--- config.mk ---
export PLATFORM = sky130hd
export DESIGN_NAME = tsm_slot_mapper
export DESIGN_NICKNAME = d
export VERILOG_FILES = /design/src/rtl/tsm_pkg.sv /design/src/rtl/tsm_shadow_table.sv /design/src/rtl/tsm_frame_seq.sv /design/src/rtl/tsm_slot_mapper.sv
export SDC_FILE = /design/constraint.sdc
export NUM_CORES = 1
export LEC_CHECK = 0
export BUFFER_PORTS_ARGS = -buffer_cell sky130_fd_sc_hd__buf_2
export CAP_MARGIN = 20
export CORE_MARGIN = 2
export CORE_UTILIZATION = 39
export CTS_CLUSTER_DIAMETER = 120
export DETAILED_ROUTE_END_ITERATION = 6
export SETUP_SLACK_MARGIN = 0.3
export SYNTH_ARGS = -nofsm -noshare
export SYNTH_HDL_FRONTEND = slang
export SYNTH_SLANG_ARGS = --single-unit
--- constraint.sdc ---
create_clock -name clk -period 12.1 [get_ports clk]
set_input_delay 0.605 -clock clk [delete_from_list [all_inputs] [get_ports clk]]
set_output_delay 0.605 -clock clk [all_outputs]
set_load 0.02 [all_outputs]
--- src/rtl/tsm_pkg.sv ---
package tsm_pkg;
    localparam int CH_W        = 7;
    localparam int SLOT_W      = 5;
    localparam int SLOTS       = 1 << SLOT_W;
    localparam int CHANS       = 1 << CH_W;
    localparam int SLOT_BITS   = 8;
    localparam int BIT_W       = $clog2(SLOT_BITS);
    localparam int T1_SLOTS    = 24;
    localparam int ENTRY_W     = CH_W + 1;

    localparam logic [SLOT_W-1:0] T1_LAST  = SLOT_W'(T1_SLOTS - 1);
    localparam logic [SLOT_W-1:0] E1_LAST  = SLOT_W'(SLOTS - 1);
    localparam logic [BIT_W-1:0]  BIT_LAST = BIT_W'(SLOT_BITS - 1);

    typedef enum logic [1:0] {
        ST_HUNT    = 2'd0,
        ST_FRAMING = 2'd1,
        ST_PAYLOAD = 2'd2
    } seq_state_e;

    typedef struct packed {
        logic            used;
        logic [CH_W-1:0] chan;
    } slot_entry_t;
endpackage

--- src/rtl/tsm_shadow_table.sv ---
module tsm_shadow_table #(
    parameter int DEPTH = 32,
    parameter int W     = 8,
    localparam int AW   = $clog2(DEPTH)
) (
    input  logic          clk,
    input  logic          rst_n,
    input  logic          wr_en,
    input  logic [AW-1:0] wr_addr,
    input  logic [W-1:0]  wr_data,
    input  logic          commit,
    input  logic [AW-1:0] rd_addr,
    output logic [W-1:0]  rd_data
);
    logic [W-1:0] shadow_q [DEPTH];
    logic [W-1:0] active_q [DEPTH];

    // Shadow takes writes; active copies the whole shadow on commit.
    always_ff @(posedge clk) begin
        if (!rst_n) begin
            for (int i = 0; i < DEPTH; i++) begin
                shadow_q[i] <= '0;
                active_q[i] <= '0;
            end
        end else begin
            if (commit) begin
                for (int i = 0; i < DEPTH; i++) begin
                    active_q[i] <= shadow_q[i];
                end
            end
            if (wr_en) begin
                shadow_q[wr_addr] <= wr_data;
            end
        end
    end

    assign rd_data = active_q[rd_addr];
endmodule

--- src/rtl/tsm_frame_seq.sv ---
module tsm_frame_seq
    import tsm_pkg::*;
(
    input  logic              clk,
    input  logic              rst_n,
    input  logic              mode_e1,
    input  logic              frame_sync,
    output logic              cur_live,
    output logic              cur_fbit,
    output logic [SLOT_W-1:0] cur_slot,
    output logic [BIT_W-1:0]  cur_bit
);
    seq_state_e        state_q, state_d;
    logic [SLOT_W-1:0] slot_q, slot_d;
    logic [BIT_W-1:0]  bit_q, bit_d;
    logic [SLOT_W-1:0] last_slot;

    assign last_slot = mode_e1 ? E1_LAST : T1_LAST;

    // State register: holds the position of the next bit to arrive.
    always_ff @(posedge clk) begin
        if (!rst_n) begin
            state_q <= ST_HUNT;
            slot_q  <= '0;
            bit_q   <= '0;
        end else begin
            state_q <= state_d;
            slot_q  <= slot_d;
            bit_q   <= bit_d;
        end
    end

    // Next-position logic.
    always_comb begin
        state_d = state_q;
        slot_d  = slot_q;
        bit_d   = bit_q;
        if (frame_sync) begin
            state_d = ST_PAYLOAD;
            slot_d  = '0;
            bit_d   = mode_e1 ? BIT_W'(1) : '0;
        end else begin
            unique case (state_q)
                ST_HUNT: begin
                    state_d = ST_HUNT;
                end
                ST_FRAMING: begin
                    state_d = ST_PAYLOAD;
                    slot_d  = '0;
                    bit_d   = '0;
                end
                ST_PAYLOAD: begin
                    if (bit_q != BIT_LAST) begin
                        bit_d = bit_q + BIT_W'(1);
                    end else begin
                        bit_d = '0;
                        if (slot_q == last_slot) begin
                            slot_d  = '0;
                            state_d = mode_e1 ? ST_PAYLOAD : ST_FRAMING;
                        end else begin
                            slot_d = slot_q + SLOT_W'(1);
                        end
                    end
                end
                default: begin
                    state_d = ST_HUNT;
                end
            endcase
        end
    end

    // Output logic: classify the bit present on the input this cycle.
    always_comb begin
        cur_live = frame_sync || (state_q != ST_HUNT);
        cur_fbit = frame_sync ? !mode_e1 : (state_q == ST_FRAMING);
        cur_slot = frame_sync ? '0 : slot_q;
        cur_bit  = frame_sync ? '0 : bit_q;
    end
endmodule

--- src/rtl/tsm_slot_mapper.sv ---
module tsm_slot_mapper
    import tsm_pkg::*;
(
    input  logic              clk,
    input  logic              rst_n,
    input  logic              mode_e1,
    input  logic              frame_sync,
    input  logic              rx_bit,
    input  logic              slot_we,
    input  logic [SLOT_W-1:0] slot_addr,
    input  logic              slot_used,
    input  logic [CH_W-1:0]   slot_chan,
    input  logic              rate_we,
    input  logic [CH_W-1:0]   rate_chan,
    input  logic              rate_56k,
    output logic              out_bit,
    output logic              out_valid,
    output logic [CH_W-1:0]   out_chan,
    output logic              out_slot_end
);
    logic              cur_live;
    logic              cur_fbit;
    logic [SLOT_W-1:0] cur_slot;
    logic [BIT_W-1:0]  cur_bit;
    slot_entry_t       entry;
    logic              chan_56k;
    logic              in_slot;
    logic              keep_bit;

    tsm_frame_seq seq_i (
        .clk        (clk),
        .rst_n      (rst_n),
        .mode_e1    (mode_e1),
        .frame_sync (frame_sync),
        .cur_live   (cur_live),
        .cur_fbit   (cur_fbit),
        .cur_slot   (cur_slot),
        .cur_bit    (cur_bit)
    );

    tsm_shadow_table #(.DEPTH(SLOTS), .W(ENTRY_W)) slot_tab_i (
        .clk     (clk),
        .rst_n   (rst_n),
        .wr_en   (slot_we),
        .wr_addr (slot_addr),
        .wr_data ({slot_used, slot_chan}),
        .commit  (frame_sync),
        .rd_addr (cur_slot),
        .rd_data (entry)
    );

    tsm_shadow_table #(.DEPTH(CHANS), .W(1)) rate_tab_i (
        .clk     (clk),
        .rst_n   (rst_n),
        .wr_en   (rate_we),
        .wr_addr (rate_chan),
        .wr_data (rate_56k),
        .commit  (frame_sync),
        .rd_addr (entry.chan),
        .rd_data (chan_56k)
    );

    always_comb begin
        in_slot  = cur_live && !cur_fbit && entry.used
                   && !(mode_e1 && (cur_slot == '0));
        keep_bit = !(chan_56k && (cur_bit == BIT_LAST));
    end

    always_ff @(posedge clk) begin
        if (!rst_n) begin
            out_bit      <= 1'b0;
            out_valid    <= 1'b0;
            out_chan     <= '0;
            out_slot_end <= 1'b0;
        end else begin
            out_bit      <= rx_bit;
            out_valid    <= in_slot && keep_bit;
            out_chan     <= in_slot ? entry.chan : '0;
            out_slot_end <= in_slot && (cur_bit == BIT_LAST);
        end
    end
endmodule

# Yosys cells after proc, flatten, opt, wreduce, memory -nomap -nowiden
# Memory sizes are Yosys's and may differ from the RTL's.
# Cells that the tools add are included.
[totals] ff_bits=20 in_bits=28 memories=4 mem_bits_rw=768 elab_cells=399
[classes] bitwise=161 n_eq_ne=9 addsub=2 reduce_logical=23 mux=192
[mem_list] memory="slot_tab_i.active_q" depth=32 word_bits=8 rd=1 rd_ports_with_merged_regs=0 wr=32 line_no="tsm_shadow_table.sv:16" rtl="logic [W-1:0] active_q [DEPTH];"
[mem_list] memory="slot_tab_i.shadow_q" depth=32 word_bits=8 rd=32 rd_ports_with_merged_regs=0 wr=32 line_no="tsm_shadow_table.sv:15" rtl="logic [W-1:0] shadow_q [DEPTH];"
[mem_list] memory="rate_tab_i.active_q" depth=128 word_bits=1 rd=1 rd_ports_with_merged_regs=0 wr=128 line_no="tsm_shadow_table.sv:16"
[mem_list] memory="rate_tab_i.shadow_q" depth=128 word_bits=1 rd=128 rd_ports_with_merged_regs=0 wr=128 line_no="tsm_shadow_table.sv:15"
[op_table] op="$mux W8" count=33
[op_table] op="$or A1 B1 Y1" count=160
[op_table] op="$mux W1" count=143
[op_table] op="$mux W5" count=4
[op_table] op="$pmux W5 S2" count=1
[op_table] op="$mux W3" count=3
[op_table] op="$mux W2" count=4
[op_table] op="$reduce_and A2 Y1" count=4
[op_table] op="$reduce_or A8 Y1" count=1
[op_table] op="$logic_and A1 B1 Y1" count=7
[op_table] op="$mux W7" count=1
[op_table] op="$ne A3 B3 Y1 const B" count=2
[op_table] op="$pmux W3 S2" count=1
[op_table] op="$add A5 B1 Y5 const B" count=1
[op_table] op="$eq A5 B5 Y1" count=1
[op_table] op="$logic_not A5 Y1" count=1
[op_table] op="$logic_not A1 Y1" count=4
[op_table] op="$mux W4" count=1
[op_table] op="$pmux W2 S2" count=1
[op_table] op="$reduce_bool A2 Y1" count=2
[op_table] op="$add A3 B1 Y3 const B" count=1
[op_table] op="$eq A3 B3 Y1 const B" count=1
[op_table] op="$ne A3 B2 Y1 const B" count=1
[op_table] op="$reduce_bool A3 Y1" count=1
[op_table] op="8 further kinds" count=8

# Longest topological paths before layout
# Gate-level depths: netlist (run 1).
[logic_depth] word_depth=7 ltp_mapped=16 ltp_nobuf=10

# By module
# From an unflattened synthesis (run 1), not the netlist that was laid out.
[unflattened] cells_unflattened=2379 area_unflattened_um2=32889.0
[modules_own_cells] mod="tsm_shadow_table (slot_tab_i)" n_inst=1 cells_per_inst=1289 area_per_inst_um2=21257.9
[modules_own_cells] mod="tsm_shadow_table (rate_tab_i)" n_inst=1 cells_per_inst=985 area_per_inst_um2=10660.2
[modules_own_cells] mod="tsm_frame_seq" n_inst=1 cells_per_inst=79 area_per_inst_um2=649.4
[modules_own_cells] mod="tsm_slot_mapper" n_inst=1 cells_per_inst=26 area_per_inst_um2=321.6

# Worst setup path before layout (run 1)
# No wires, ideal clock.
[synth_timing] path_type="input -> register" start="input port rst_n" end="memory rate_tab_i.active_q[100], enable pin" n_path_buf=3 setup_slack_ps=3153 setup_time_ps=2407 arrival_time_ps=6540 required_ps=9693 path_stages=4 path_cell_list="clkbuf_1 > buf_2 > clkbuf_1 > nand2_1"
[synth_rtl] element="start: declaration" line_no="tsm_slot_mapper.sv:5" rtl="input logic rst_n,"
[synth_rtl] element="end: declaration" line_no="tsm_shadow_table.sv:16"

# Worst setup path after layout (run 1)
[layout_timing] start="input port frame_sync" end="register out_valid"
[layout_between] elab_chain_len=6
[layout_lines] element="start: declaration" line_no="tsm_slot_mapper.sv:7" rtl="input logic frame_sync,"
[layout_lines] element="$mux W5 or $mux W1 (tied branches)" line_no="tsm_frame_seq.sv:76, tsm_frame_seq.sv:75"
[layout_lines] element="$mem_v2 Z32 W8, or another cell as far along"
[layout_lines] element="$mem_v2 Z128 W1, or another cell as far along"
[layout_lines] element="$logic_and A1 B1 Y1, or another cell as far along" line_no="tsm_slot_mapper.sv:66" rtl="keep_bit = !(chan_56k && (cur_bit == BIT_LAST));"
[layout_lines] element="$logic_not A1 Y1 or $logic_and A1 B1 Y1 (tied branches)" line_no="tsm_slot_mapper.sv:66, tsm_slot_mapper.sv:65"
[layout_lines] element="$logic_and A1 B1 Y1 (*)" line_no="tsm_slot_mapper.sv:77" rtl="out_valid <= in_slot && keep_bit;"
[layout_lines] element="end signal: assignment" line_no="tsm_slot_mapper.sv:77"
[layout_lines] element="end: declaration" line_no="tsm_slot_mapper.sv:17" rtl="output logic out_valid,"
# Every way passes the cells marked *; elsewhere a longest branch is shown, timed or not.
# A chain may end at the register's enable or synchronous reset.

==> out/qor.yml, run 1 <==
finish:
  register_area_um2: 21500
  n_fill_cell: 7695
  mostFrequentLayoutCells: "edfxtp_1, and2_1, nand2_1"
  layout_commonest_cell: "edfxtp_1"
  drive_above_1_share: 0.138
  area_delta_synth_final_pct: 12.8
  multi_input_area_um2: 11300
  finalNetCount: 2690
  finalInstanceArea_um2: 37900
clock_network:
  post_cts.repair.setup_buffers: 0
  clk_pin_slew_ns: 0.06
  ctsRootBufferMaster: "clkbuf_16"
  numClockSinks: 788
  post_cts_resized: 0
  cts_buffer_depth: 3
  numCtsBuffers: 87
  cts_tree: "yes"
  clkLatencyLatePin_ns: 0.65
  hold_buffers: 0
  cts-htree-levels: 3
logic_synthesis:
  syn_area_um2: 33600
  synthSimpleGateAreaFrac: 0.191
  synth_cell_types: 68
  syn_nets: 2695
  ys_warn_count: 0
  synthCells: 2661
  async_reset_ff_frac: 0
  ys_seq_elements: 788
  synth_compound_area_frac: 0.0505
  ys_dominant_reg_cell: "edfxtp_1"
  synth_xor_area_frac: 0.000781
  syn_avg_cell_area_um2: 12.6
  muxShareOfSynthArea: 0.0901
  synth_edf_count: 575
  synthAdderAreaFrac: 0.00223
  yosysSeqAreaShare: 0.640
  synth_top_family_by_area: "simple AND/OR/NAND/NOR gates"
global_route:
  first_global_vias: 20400
  grt_max_degree: 183
  gr-total-overflow: 0
  grt_pass1_wl_um: 129000
  antenna_found_initial: 4
  grt_use_total: 0.188
setup_path:
  cp.arrival_ns: 5.75
  ff2ff_path_depth: 13
  max_stage_delay_ns: 0.85
  cp_cell_sequence: "clkbuf_8, buf_4, nand2b_1, nor2_1, o31a_1, o32ai_4, buf_4, mux2_2, o211ai_1, a211o_1, nand4_1, or3_1, a41oi_1"
  r2r_slack_ns: 7.04
  crit_fanout: 135
  r2r_start: "seq_i.slot_q[0]"
  start_kind: "input pin"
  required_ns: 12.67
  rr_endpoint: "out_valid"
  critPathTopFamily: "buffers and inverters"
  cp_slowest_cell: "nand2b_1"
  startpoint: "frame_sync"
  critPathBufInv: 3
  path_class: "in2reg"
  worst_setup_path_end_kind: "flop"
  critPathMostFrequentCell: "buf_4"
placed_design:
  dpl_cell_area_um2: 34900
  dp_slack_ns: 6.29
  gp_congestion: 0.830
  portBuffers: 37
  dp_hpwl_um: 50600
sta:
  grt_setup_unrepaired: "false"
  worst_pin_slew_ns: 1.11
  holdWs_ns: 0.183
  finalCritPeriodShare: 0.428
  max_freq_ghz: 0.193
  drv_slew: 0
  timing.final.ws_setup_ns: 6.92
  final_hold_viol_count: 0
  tns_ns: 0
  fin_skew_ns: 0.0365
  relSlewSlack: 0.250
  fin_crit_ns: 5.18
  setup_viol: 0
drt:
  drt_iter0_drc: 1842
  vias_per_cell: 5.35
  vias: 20700
  finalWirelength_um: 84400
  ant_nets: 0
  drc: 0
  drt_first_pass_iters: 5
  wl_per_cell_um: 21.8
floorplan:
  ioPinCount: 38
  rows: 107
  core_um2: 85300
  die_y_um: 298
  initial_core_util: 0.394
  die_w_um: 298
  dieArea_um2: 88600
min_path:
  min_from: "rx_bit"
  hold_depth: 2
  hold_class: "in2reg"
  worstHoldEndpoint: "out_bit"
power_and_ir_drop:
  p_leak_nw: 14.5
  irDropWorstVdd_uv: 112
  p_per_area_nw_per_um2: 160
run_status:
  status: "finished, final reports clean"
run:
  cap_viol_max_count: 0
final cells by class:
class	count	share of cell area
well taps	1144	0.0377
clock inverters	42	0.0148
diodes	1	0.0000660
inverters	13	0.00129
flip-flops and latches	788	0.568
clock buffers	120	0.0622
multi-input cells	1660	0.297
repair buffers	106	0.0187
cell usage after synthesis, types with 15 or more instances:
master,instances,area [µm²]
dfxtp_1,213,4260
buf_2,22,110
clkbuf_1,163,612
and3_1,150,938
a211oi_1,21,158
a21oi_1,16,80.1
o21ai_0,50,250
nor2b_1,85,532
nor2_1,96,360
and2_1,439,2750
nand2_1,219,822
edfxtp_1,575,17300
mux2i_1,134,1340
o211ai_1,52,390
nor3_1,15,75.1
mux2_2,86,968
nand3_1,95,475
mux4_2,32,721
metal layers:
layer | part of all wire | GRT usage | vias up
li1 | - | - | 9586
met4 | 0.026 | 0.0563 | 0
met3 | 0.054 | 0.0262 | 138
met2 | 0.48 | 0.305 | 653
met1 | 0.44 | 0.263 | 10300
met5 | 0 | 0 | -
cells by family (layout without fill, tap and decap cells):
group,after synthesis,in the layout
AO/OA/AOI/OAI,233,233
XOR/XNOR,3,3
adder cells (fa/ha/maj),6,6
buffers and inverters,213,281
flip-flops,788,788
multiplexers,252,252
other,0,1
AND/OR/NAND/NOR,1166,1166
worst max path at each step:
stage | slack (ns) | to | depth (start not counted)
after floorplan | 3.15 | rate_tab_i.active_q[100] | 4
after global placement | 6.48 | out_valid | 12
after detailed placement | 6.29 | out_valid | 13
after CTS | 6.98 | out_valid | 13
after global routing | 6.67 | out_valid | 13
final | 6.92 | out_valid | 13
registers in the layout, indices dropped and copies added, names as in the netlist:
register             cells
rate_tab_i.active_q    128
slot_tab_i.active_q    256
slot_tab_i.shadow_q    256
seq_i.state_q            2
seq_i.slot_q             5
seq_i.bit_q              3
out_chan                 7
out_slot_end             1
rate_tab_i.shadow_q    128
out_valid                1
out_bit                  1
metrics by stage:
| step | power, W | instances | util |
|---|---|---|---|
| after floorplan | 0.00331 | 2661 | - |
| after global placement | 0.00341 | 3684 | 0.408 |
| after detailed placement | 0.00341 | 3689 | 0.409 |
| after CTS | 0.00610 | 3851 | 0.443 |
| after global routing | 0.00625 | 3873 | 0.445 |
| final | 0.00606 | 3874 | 0.445 |
report_power, final:
part | switching [W] | total, W | internal, W | leakage (nW)
registers | 0.0000367 | 0.00306 | 0.00302 | 7.64
clock network | 0.00109 | 0.00270 | 0.00161 | 1.42
logic | 0.000206 | 0.000300 | 0.0000936 | 5.43
total | 0.00133 | 0.00606 | 0.00473 | 14.5
Note: power is estimated with default switching activity, not from simulation.
==> run 2, diff against run 1 <==
--- a/config.mk
+++ b/config.mk
@@ -5,6 +5,7 @@
 export SDC_FILE = /design/constraint.sdc
 export NUM_CORES = 1
 export LEC_CHECK = 0
+export ABC_AREA = 1
 export BUFFER_PORTS_ARGS = -buffer_cell sky130_fd_sc_hd__buf_2
 export CAP_MARGIN = 20
 export CORE_MARGIN = 2
==> constraint.sdc (replaced) <==
create_clock -name clk -period 4.7 [get_ports clk]
set_input_delay 0.235 -clock clk [delete_from_list [all_inputs] [get_ports clk]]
set_output_delay 0.235 -clock clk [all_outputs]
set_load 0.02 [all_outputs]
==> run 2 against run 1 <==
Synthesized cell count is 27% higher. Worst hold slack worse by 0.13 ns. Register-to-register slack worse by 6.4 ns. Sequential share of layout area is 1.7 points higher. Clock power is 140% higher. Combinational power is 140% higher. Setup slack worse by 6.2 ns. Global-route usage is 0.90 points higher. Die area is 2.0% lower. Synthesized area is 2.0% lower. Clock skew is 0.0015 ns lower. Final cell count is 18% higher. Largest cell class unchanged. Highest routed layer unchanged.
==> out/qor.yml, run 2 <==
power_and_ir_drop:
  finalPower_w: 0.0151  # +150%
  p_leak_nw: 15.6  # +7.6%
  p_per_area_nw_per_um2: 409  # +160%
  irDropWorstVdd_uv: 262  # +130%
logic_synthesis:
  ys_dominant_reg_cell: "edfxtp_1"
  synth_commonest_cells: "nand2_1, edfxtp_1, nor2_1"
  yosys-top-cells-area: "edfxtp_1, dfxtp_1, nand2_1"
  synth_top_cell_by_area: "edfxtp_1"
  synth_edf_count: 575  # unchanged
  async_reset_ff_frac: 0  # unchanged
  yosys.area.top_type_share: 0.524  # +0.0107
  synthCells: 3387  # +27%
  synth_cell_types: 45  # -34%
  ys_seq_elements: 788  # unchanged
  syn_nets: 3421  # +27%
  yosysSeqAreaShare: 0.653  # +0.0133
  ys_warn_count: 0  # unchanged
  syn_area_um2: 32900  # -2.0%
  yosysMostFrequentCell: "nand2_1"
  syn_avg_cell_area_um2: 9.73  # -23%
drt:
  wl_per_cell_um: 18.7  # -14%
  m1WireLength_um: 38200  # +1.9%
  finalWirelength_um: 85400  # +1.1%
  wl_met3_um: 4640  # +1.9%
  vias: 23100  # +11%
  top_layer: "met4"
  ant_nets: 0  # unchanged
  drt_first_pass_iters: 7  # +2
  drt_iter0_drc: 2201  # +19%
  drc: 0  # unchanged
  vias_per_cell: 5.06  # -5.4%
  wl_met2_um: 39600  # -1.3%
setup_path:
  worst_setup_path_end_kind: "flop"
  max_stage_delay_ns: 0.59  # -0.26 ns
  critPathBufInv: 2  # -1
  start_kind: "flop"
  cp_slowest_cell: "inv_2"
  critPathMostFrequentCell: "nand2_1"
  cp.arrival_ns: 4.55  # -1.20 ns
  critPathTopFamily: "simple AND/OR/NAND/NOR gates"
  crit_fanout: 41  # -70%
  path_class: "reg2reg"
  required_ns: 5.23  # -7.44 ns
  cp_cell_sequence: "nand2_4, inv_2, nand3_1, nand2_1, nand3_4, nand2_2, buf_4, nand2_1, nand3_1, nand3_1, nand3_1, nand3_1, nand3_1, nand2_1, nand2_1, nand2_1, nand2_1, nand2_1"
floorplan:
  ioPinCount: 38  # unchanged
  rows: 106  # -0.93%
  core_um2: 83700  # -1.9%
  dieArea_um2: 86800  # -2.0%
  die_y_um: 295  # -1.0%
  initial_core_util: 0.394  # -0.000672
  die_w_um: 295  # -1.0%
sta:
  fin_crit_ns: 4.02
  worst_pin_slew_ns: 1.07  # -0.0403 ns
  drv_slew: 0  # unchanged
  final_hold_viol_count: 0  # unchanged
  relSlewSlack: 0.282  # +0.0321
  setup_viol: 0  # unchanged
  max_freq_ghz: 0.249
  finalCritPeriodShare: 0.855
  grt_setup_unrepaired: "false"
  fin_skew_ns: 0.0349  # -0.00154 ns
  holdWs_ns: 0.0495  # -0.133 ns
  tns_ns: 0  # unchanged
placed_design:
  portBuffers: 37  # unchanged
  gp_congestion: 0.858  # +3.3%
  dp_hpwl_um: 50700  # +0.11%
run:
  cap_viol_max_count: 0  # unchanged
clock_network:
  clkLatencyLatePin_ns: 0.64  # about the same
  post_cts.repair.setup_buffers: 0  # unchanged
  numClockSinks: 788  # unchanged
  cts-htree-levels: 3  # unchanged
  post_cts_resized: 0  # unchanged
  hold_buffers: 3  # +3
  clk_pin_slew_ns: 0.06  # about the same
  cts_tree: "yes"
  cts_buffer_depth: 3  # unchanged
  ctsRootBufferMaster: "clkbuf_16"
  numCtsBuffers: 86  # -1.1%
finish:
  area_delta_synth_final_pct: 11.7
  final_util: 0.440  # -0.00515
  layout_commonest_cell: "nand2_1"
  finalNetCount: 3393  # +26%
  largestRegisters: "slot_tab_i.active_q (256), slot_tab_i.shadow_q (256)"
  mostFrequentLayoutCells: "nand2_1, edfxtp_1, nor2_1"
  drive_above_1_share: 0.0724  # -0.0657
  n_fill_cell: 8022  # +4.2%
  n_antenna_cell: 0  # -1
global_route:
  grt_max_degree: 156  # -15%
  first_global_vias: 21800  # +6.8%
  antenna_found_initial: 1  # -3
  grt_pass1_wl_um: 131000  # +1.8%
  gr-total-overflow: 0  # unchanged
  grt_use_total: 0.197  # +0.00896
min_path:
  hold_class: "in2reg"
run_status:
  status: "finished, final reports clean"
-- run 2: changes by cell type in the layout (fill, tap and decap cells not counted), moves of 150 or more --
cell	delta
nand2_1	+489
inv_1	+353
and3_1	-150
and2_1	-442
nand3_1	+349
nor2_1	+388
-- run 2: worst reg2reg max path: cells and delay by family (launching register included) --
kind | cells | cell delay [ns]
and+or+nand+nor | 16 | 2.36
buffers and inverters | 2 | 1.06
DFF | 1 | 0.50
-- run 2: final cells by class --
| cell class | count | area, µm² | area share |
|---|---|---|---|
| clock inverter | 43 | 347 | 0.00942 |
| timing repair buffer | 95 | 711 | 0.0193 |
| clock buffer | 111 | 2320 | 0.0630 |
| inverter | 378 | 1420 | 0.0386 |
| tap | 1134 | 1420 | 0.0386 |
| sequential | 788 | 21500 | 0.585 |
| multi-input combinational | 2010 | 9050 | 0.246 |
-- run 2: layer usage --
layer,vias up,GRT usage
met4,0,0.0721
li1,11200,-
met1,11000,0.275
met2,702,0.313
met5,-,0
met3,168,0.0281
-- run 2: per-stage QoR --
| stage | area, µm² | std cells | setup slack [ns] |
|---|---|---|---|
| final | 36800 | 4559 | 0.681 |
| after CTS | 36800 | 4557 | 0.753 |
| after global placement | 34100 | 4399 | 0.531 |
| after global routing | 36800 | 4559 | 0.356 |
| after floorplan | 33000 | 3387 | 1.39 |
| after detailed placement | 34100 | 4400 | 0.433 |
-- run 2: where the power goes --
group / total [W] / switching, W / internal (W)
Clock: 0.00644 / 0.00274 / 0.00370
Sequential: 0.00789 / 0.000108 / 0.00778
Combinational: 0.000726 / 0.000568 / 0.000159
-- run 2: worst paths after layout --
| path | start | to | slack, ns | cells after the start |
|---|---|---|---|---|
| min reg2reg | rate_tab_i.shadow_q[36] | rate_tab_i.active_q[36] | 0.46 | 2 |
| min | rst_n | out_bit | 0.05 | 3 |
| max | seq_i.slot_q[2] | out_valid | 0.68 | 18 |
| max reg2reg | seq_i.slot_q[2] | out_valid | 0.68 | 18 |
-- run 2: kinds of logic (layout without fill, tap and decap cells) --
group,after synthesis,in the layout,synth area share
xor gates and xnor gates,3,3,0.000798
and+or+nand+nor,1707,1707,0.217
AOI/OAI and AO/OA,293,293,0.0521
adders and majority gates,6,6,0.00228
buffers and inverters,589,627,0.0741
muxes,1,1,0.000304
DFF,788,788,0.653
